## config.mk

```make
export PLATFORM = sky130hd
export DESIGN_NAME = smp_acq_regs
export DESIGN_NICKNAME = d
export VERILOG_FILES = /design/src/rtl/smp_acq_pkg.sv /design/src/rtl/smp_acq_shadow.sv /design/src/rtl/smp_acq_fsm.sv /design/src/rtl/smp_acq_divider.sv /design/src/rtl/smp_acq_regs.sv
export SDC_FILE = /design/constraint.sdc
export NUM_CORES = 1
export LEC_CHECK = 0
export BUFFER_PORTS_ARGS = -buffer_cell sky130_fd_sc_hd__buf_2
export CAP_MARGIN = 5
export CORE_AREA = 8 8 121 134
export CTS_BUF_LIST = sky130_fd_sc_hd__clkbuf_16
export CTS_CLUSTER_DIAMETER = 200
export DETAILED_ROUTE_END_ITERATION = 8
export DIE_AREA = 0 0 129 142
export GPL_TIMING_DRIVEN = 0
export HOLD_SLACK_MARGIN = 0.08
export PLACE_DENSITY = 0.7
export SYNTH_ARGS = -nofsm -noshare
export SYNTH_HDL_FRONTEND = slang
export SYNTH_SLANG_ARGS = --single-unit
export TNS_END_PERCENT = 5
```

## constraint.sdc

```tcl
create_clock -name clk -period 8.1 [get_ports clk]
set_input_delay 0 -clock clk [delete_from_list [all_inputs] [get_ports clk]]
set_output_delay 0 -clock clk [all_outputs]
set_load 0.1 [all_outputs]
```

## src/rtl/smp_acq_pkg.sv

```systemverilog
package smp_acq_pkg;

  typedef enum logic [2:0] {
    ST_IDLE,
    ST_ARMED,
    ST_LATCHED,
    ST_CONFIG,
    ST_RUN
  } acq_state_e;

  // Register addresses decoded by the host software
  localparam int A_CTRL    = 1;
  localparam int A_MASK_LO = 2;
  localparam int A_DIV     = 4;
  localparam int A_CLKSEL  = 10;

  // Control commands
  localparam logic [7:0] CMD_STOP  = 8'h00;
  localparam logic [7:0] CMD_ARM   = 8'h40;
  localparam logic [7:0] CMD_GO    = 8'h41;
  localparam logic [7:0] CMD_LATCH = 8'h42;

  // Status readback bits
  localparam logic [7:0] STS_READY = 8'h08;
  localparam logic [7:0] STS_CFG   = 8'h40;
  localparam logic [7:0] STS_RUN   = 8'h01;

  // Highest legal sample rate in MHz for a given number of enabled channels
  function automatic int unsigned chan_limit_mhz(input int unsigned n);
    if (n >= 13)      return 16;
    else if (n >= 10) return 25;
    else if (n >= 8)  return 32;
    else if (n >= 7)  return 40;
    else if (n >= 4)  return 50;
    else              return 100;
  endfunction

  // base/(div+1) > limit, rewritten without division
  function automatic logic rate_illegal(input logic sel, input int unsigned div_m1,
                                        input int unsigned nchan,
                                        input int unsigned base0, input int unsigned base1);
    int unsigned base;
    base = sel ? base1 : base0;
    return base > chan_limit_mhz(nchan) * (div_m1 + 1);
  endfunction

endpackage

```

## src/rtl/smp_acq_shadow.sv

```systemverilog
module smp_acq_shadow
  import smp_acq_pkg::*;
#(
  parameter int ADDR_W   = 4,
  parameter int CHANNELS = 16,
  parameter int DIV_W    = 8
) (
  input  logic                clk,
  input  logic                rst_n,
  input  logic                we,
  input  logic [ADDR_W-1:0]   addr,
  input  logic [7:0]          wdata,
  output logic [CHANNELS-1:0] sh_mask,
  output logic [DIV_W-1:0]    sh_div,
  output logic [7:0]          sh_sel
);
  localparam int MASK_BYTES = CHANNELS / 8;

  for (genvar g = 0; g < MASK_BYTES; g++) begin : g_mask_byte
    always_ff @(posedge clk) begin
      if (!rst_n)
        sh_mask[g*8 +: 8] <= '0;
      else if (we && addr == ADDR_W'(A_MASK_LO + g))
        sh_mask[g*8 +: 8] <= wdata;
    end
  end

  always_ff @(posedge clk) begin
    if (!rst_n) begin
      sh_div <= '0;
      sh_sel <= '0;
    end else if (we) begin
      if (addr == ADDR_W'(A_DIV))    sh_div <= wdata[DIV_W-1:0];
      if (addr == ADDR_W'(A_CLKSEL)) sh_sel <= wdata;
    end
  end

endmodule

```

## src/rtl/smp_acq_fsm.sv

```systemverilog
module smp_acq_fsm
  import smp_acq_pkg::*;
(
  input  logic       clk,
  input  logic       rst_n,
  input  logic       ctrl_wr,
  input  logic [7:0] cmd,
  input  logic       shadow_illegal,
  output acq_state_e state,
  output logic       latch_evt,
  output logic       start_acc,
  output logic       cfg_err
);
  acq_state_e nxt;

  assign latch_evt = ctrl_wr && cmd == CMD_LATCH && state == ST_ARMED;
  assign start_acc = ctrl_wr && cmd == CMD_GO && state == ST_CONFIG && !cfg_err;

  always_comb begin
    nxt = state;
    if (ctrl_wr) begin
      unique case (cmd)
        CMD_STOP:  nxt = ST_IDLE;
        CMD_ARM: begin
          if (state == ST_IDLE)         nxt = ST_ARMED;
          else if (state == ST_LATCHED) nxt = ST_CONFIG;
        end
        CMD_LATCH: if (latch_evt) nxt = ST_LATCHED;
        CMD_GO:    if (start_acc) nxt = ST_RUN;
        default:   nxt = state;
      endcase
    end
  end

  always_ff @(posedge clk) begin
    if (!rst_n) begin
      state   <= ST_IDLE;
      cfg_err <= 1'b0;
    end else begin
      state <= nxt;
      if (latch_evt) cfg_err <= shadow_illegal;
    end
  end

endmodule

```

## src/rtl/smp_acq_divider.sv

```systemverilog
module smp_acq_divider #(
  parameter int DIV_W = 8
) (
  input  logic             clk,
  input  logic             rst_n,
  input  logic             run,
  input  logic             restart,
  input  logic [DIV_W-1:0] div_m1,
  output logic             stb
);
  logic [DIV_W-1:0] cnt;
  logic             wrap;

  assign wrap = cnt == div_m1;
  assign stb  = run && wrap;

  always_ff @(posedge clk) begin
    if (!rst_n)        cnt <= '0;
    else if (restart)  cnt <= '0;
    else if (!run)     cnt <= '0;
    else if (wrap)     cnt <= '0;
    else               cnt <= cnt + 1'b1;
  end

endmodule

```

## src/rtl/smp_acq_regs.sv

```systemverilog
module smp_acq_regs
  import smp_acq_pkg::*;
#(
  parameter int ADDR_W    = 4,
  parameter int CHANNELS  = 16,
  parameter int DIV_W     = 8,
  parameter int BASE0_MHZ = 100,
  parameter int BASE1_MHZ = 160
) (
  input  logic                clk,
  input  logic                rst_n,
  input  logic [ADDR_W-1:0]   reg_addr,
  input  logic [7:0]          reg_wdata,
  input  logic                reg_we,
  output logic [7:0]          reg_rdata,
  output logic                sample_stb,
  output logic                running,
  output logic                cfg_err,
  output logic                clk_sel,
  output logic [CHANNELS-1:0] chan_en
);
  localparam int MASK_BYTES = CHANNELS / 8;

  logic [CHANNELS-1:0] sh_mask;
  logic [DIV_W-1:0]    sh_div;
  logic [7:0]          sh_sel;
  logic [DIV_W-1:0]    div_q;
  logic                ctrl_wr;
  logic                shadow_illegal;
  logic                latch_evt;
  logic                start_acc;
  acq_state_e          state;
  logic [7:0]          status;

  assign ctrl_wr = reg_we && reg_addr == ADDR_W'(A_CTRL);
  assign shadow_illegal = rate_illegal(sh_sel[0], int'(sh_div), int'($countones(sh_mask)),
                                       BASE0_MHZ, BASE1_MHZ);

  smp_acq_shadow #(.ADDR_W(ADDR_W), .CHANNELS(CHANNELS), .DIV_W(DIV_W)) i_shadow (
    .clk(clk), .rst_n(rst_n), .we(reg_we), .addr(reg_addr), .wdata(reg_wdata),
    .sh_mask(sh_mask), .sh_div(sh_div), .sh_sel(sh_sel)
  );

  smp_acq_fsm i_fsm (
    .clk(clk), .rst_n(rst_n), .ctrl_wr(ctrl_wr), .cmd(reg_wdata),
    .shadow_illegal(shadow_illegal), .state(state), .latch_evt(latch_evt),
    .start_acc(start_acc), .cfg_err(cfg_err)
  );

  // Working copy taken at the latch step only
  always_ff @(posedge clk) begin
    if (!rst_n) begin
      div_q   <= '0;
      clk_sel <= 1'b0;
      chan_en <= '0;
    end else if (latch_evt) begin
      div_q   <= sh_div;
      clk_sel <= sh_sel[0];
      chan_en <= sh_mask;
    end
  end

  assign running = state == ST_RUN;

  smp_acq_divider #(.DIV_W(DIV_W)) i_div (
    .clk(clk), .rst_n(rst_n), .run(running), .restart(start_acc),
    .div_m1(div_q), .stb(sample_stb)
  );

  always_comb begin
    status = STS_READY;
    if (state == ST_CONFIG || state == ST_RUN) status = status | STS_CFG;
    if (state == ST_RUN) status = status | STS_RUN;
  end

  always_comb begin
    reg_rdata = 8'h00;
    if (reg_addr == ADDR_W'(A_CTRL))   reg_rdata = status;
    if (reg_addr == ADDR_W'(A_DIV))    reg_rdata = 8'(sh_div);
    if (reg_addr == ADDR_W'(A_CLKSEL)) reg_rdata = sh_sel;
    for (int b = 0; b < MASK_BYTES; b++)
      if (reg_addr == ADDR_W'(A_MASK_LO + b)) reg_rdata = sh_mask[b*8 +: 8];
  end

endmodule

```

==> qor.yml <==
status: "finished with violations"
violations: "setup timing"
die_w_um: 129
ys_types: 58
finClkSkew_ns: 0.00557
grt_pass1_wl_um: 26100
post-place-ws_ns: -0.759
synth_area_um2: 6160
fin_area_um2: 7270
die_h_um: 142
ys.flop_type: "dfxtp_1"
hold_class: "in -> reg"
placed_cells: 965
synthesis.instances: 735
max_slew_margin_pct: 57.7
yosysTopAreaCellShare_pct: 22.4
synth_nets: 846
num_rows: 46
placed_cell_area_um2: 6590
routabilityCongestion: 0.958
multi_input_area_um2: 4400
yosysSeqAreaShare_pct: 22.4
synthAdderAreaFrac_pct: 25.1
routed_wl_um: 15700
grtUsageTotal_pct: 17.9
die_area_um2: 18300
synthXorXnorAreaFrac_pct: 3.55
area_delta_synth_final_pct: 18.0
cts_buffers: 9
seq_area_um2: 1410
via_per_inst: 5.22
vias: 5254
drive_gt1_share_pct: 19.7
ir_drop_uv: 136
grt-busiest-layer: "met2"
hold_ws_ns: 0.121
cp_num_buf_inv: 9
num_io_pins: 43
wl_per_cell_um: 15.6
setup_tns_ns: -0.137
stdcell_count: 1006
worstMarginPinSlew_ns: 0.635
synth_common_cells: "inv_1 (98), nand2_1 (76), dfxtp_1 (69)"
use_met2_pct: 32.3
postRouteAntennaNets: 0
synth_compound_area_share_pct: 14.0
dpl.hpwl_um: 12300
finalHoldViolCount: 0
finalNetCount: 920
min_period_ns: 8.24
path_delay_family: "adder cells"
power_density_nw_per_um2: 113
critPathKind: "reg -> reg"
synth_edf_count: 0
synthSimpleGateAreaFrac_pct: 23.1
async_reset_ff_share_pct: 0
power_leakage_nw: 3.26
drt_iter0_drc: 242
synth.area.mux_share_pct: 3.58
critPathMaxStageDelay_ns: 0.56
drc_errors: 0
cts_tree: "built"
worst_path_most_repeated_cell: "fa_1"
htree_num_levels: 3
io_buffers: 38
yosysWarnings: 0
synth_most_common_cell: "inv_1"
grt_max_degree: 14
max_freq_mhz: 121
startpoint_type: "flip-flop"
timing.final.ws_setup_ns: -0.137
synth-seq-cells: 69
rsz0062_at_grt: "true"
drv_cap: 0
synth_top_family_by_area: "adder cells"
grt-ovfl-total: 0
slew_viol_final: 0
fillers: 1353
setup_viol: 1
critPathArrivalTime_ns: 8.51
endpoint_kind: "flip-flop"
grt_pass1_vias: 5343
clock-sinks: 69
firstDrtPassIters: 6
synth_top_area_cell: "dfxtp_1"
synthTopCellsByArea: "dfxtp_1 (22%), fa_1 (15%), ha_1 (10%)"
antenna_found_initial: 0
cts.clk_slew.worst_paths_ns: 0.06
avgSynthCellArea_um2: 8.38
use_met3_pct: 3.52
antennaDiodeCount: 0
core-area_um2: 14100
path_max_fanout: 5
clkLatencyLatePin_ns: 0.34
period_share_pct: 102
cts_root_buffer: "clkbuf_16"
cts.path.max_buffers: 2
met1_usage_pct: 20.2
start_util_pct: 43.7
critPathSlowestCell: "fa_1"
crit_required_ns: 8.37
## area by class of cell
cell class,count,share of cell area (%)
plain buffers,28,2.05
flip-flops and latches,69,19.3
multi-input cells,539,60.6
clock buffers,9,3.10
inverters,98,5.06
repair buffers,64,5.54
well taps,192,3.31
clock inverters,7,1.02
## worst reg2reg max path: cells and delay by family (launching register included)
family	cells	cell delay, ns
adders and majority gates	12	4.77
DFF	1	0.36
and+or+nand+nor	7	1.18
xor gates and xnor gates	1	0.16
buffers and inverters	9	0.74
AOI/OAI and AO/OA	7	0.97
## worst paths after layout
| check | from | end | slack, ns | cells after the start |
|---|---|---|---|---|
| setup / recovery | i_shadow.sh_mask[3] | i_fsm.cfg_err | -0.14 | 36 |
| setup reg to reg | i_shadow.sh_mask[3] | i_fsm.cfg_err | -0.14 | 36 |
| hold reg to reg | chan_en[12] | chan_en[12] | 0.45 | 2 |
| hold / removal | reg_we | i_shadow.sh_sel[2] | 0.12 | 3 |
## layout by cell type, fill, tap and decap left out, types with 8 or more instances in the layout
cell type / n
inv_1: 92
nand2_1: 76
nor2_1: 63
dfxtp_1: 60
ha_1: 46
fa_1: 43
buf_2: 40
nand3_1: 29
nor2b_1: 28
a21boi_0: 24
mux2i_1: 22
clkbuf_1: 21
nand2_2: 19
buf_4: 19
a21oi_1: 18
xor2_1: 18
o21ai_0: 11
a21boi_1: 11
a21boi_2: 10
clkbuf_16: 9
a21o_1: 8
## registers in the layout, indices dropped and copies added, names as in the netlist
| signal | cells |
|---|---|
| i_fsm.state | 3 |
| i_fsm.cfg_err | 1 |
| i_shadow.sh_mask | 16 |
| chan_en | 16 |
| clk_sel | 1 |
| div_q | 8 |
| i_div.cnt | 8 |
| i_shadow.sh_sel | 8 |
| i_shadow.sh_div | 8 |
## through the flow
step	util [%]	power (mW)
after floorplan	-	0.399
after global placement	46.7	0.421
after detailed placement	46.7	0.422
after CTS	50.9	0.816
after global routing	51.5	0.846
final	51.5	0.819
## repair_timing
item / 4_1_cts / 5_1_grt
hold buffers: 7 / 0
endpoints found under the setup margin: 1 / 1
pin swaps: 25 / 21
buffers inserted: 14 / 5
endpoints found under the hold margin: 26 / 0
gates resized for setup: 36 / 14
## per-layer routing
layer  share of wire [%]  wire, um
met2                  51      8100
met1                  42      6640
met5                   0         0
met3                 3.9       609
met4                 2.5       388
## kinds of logic after synthesis
group                    count (synthesis)
buffers and inverters                  127
multiplexers                            22
AO/OA/AOI/OAI                          118
XOR/XNOR                                25
adder cells (fa/ha/maj)                 96
AND/OR/NAND/NOR                        278
flip-flops                              69
## where the power goes
| group | internal, mW | leakage [nW] | switching, mW | total [mW] |
|---|---|---|---|---|
| registers | 0.340 | 0.562 | 0.00243 | 0.342 |
| clock network | 0.239 | 0.146 | 0.157 | 0.396 |
| logic | 0.0329 | 2.56 | 0.0478 | 0.0807 |
| total | 0.612 | 3.26 | 0.207 | 0.819 |
Note: power is estimated with default switching activity, not from simulation.
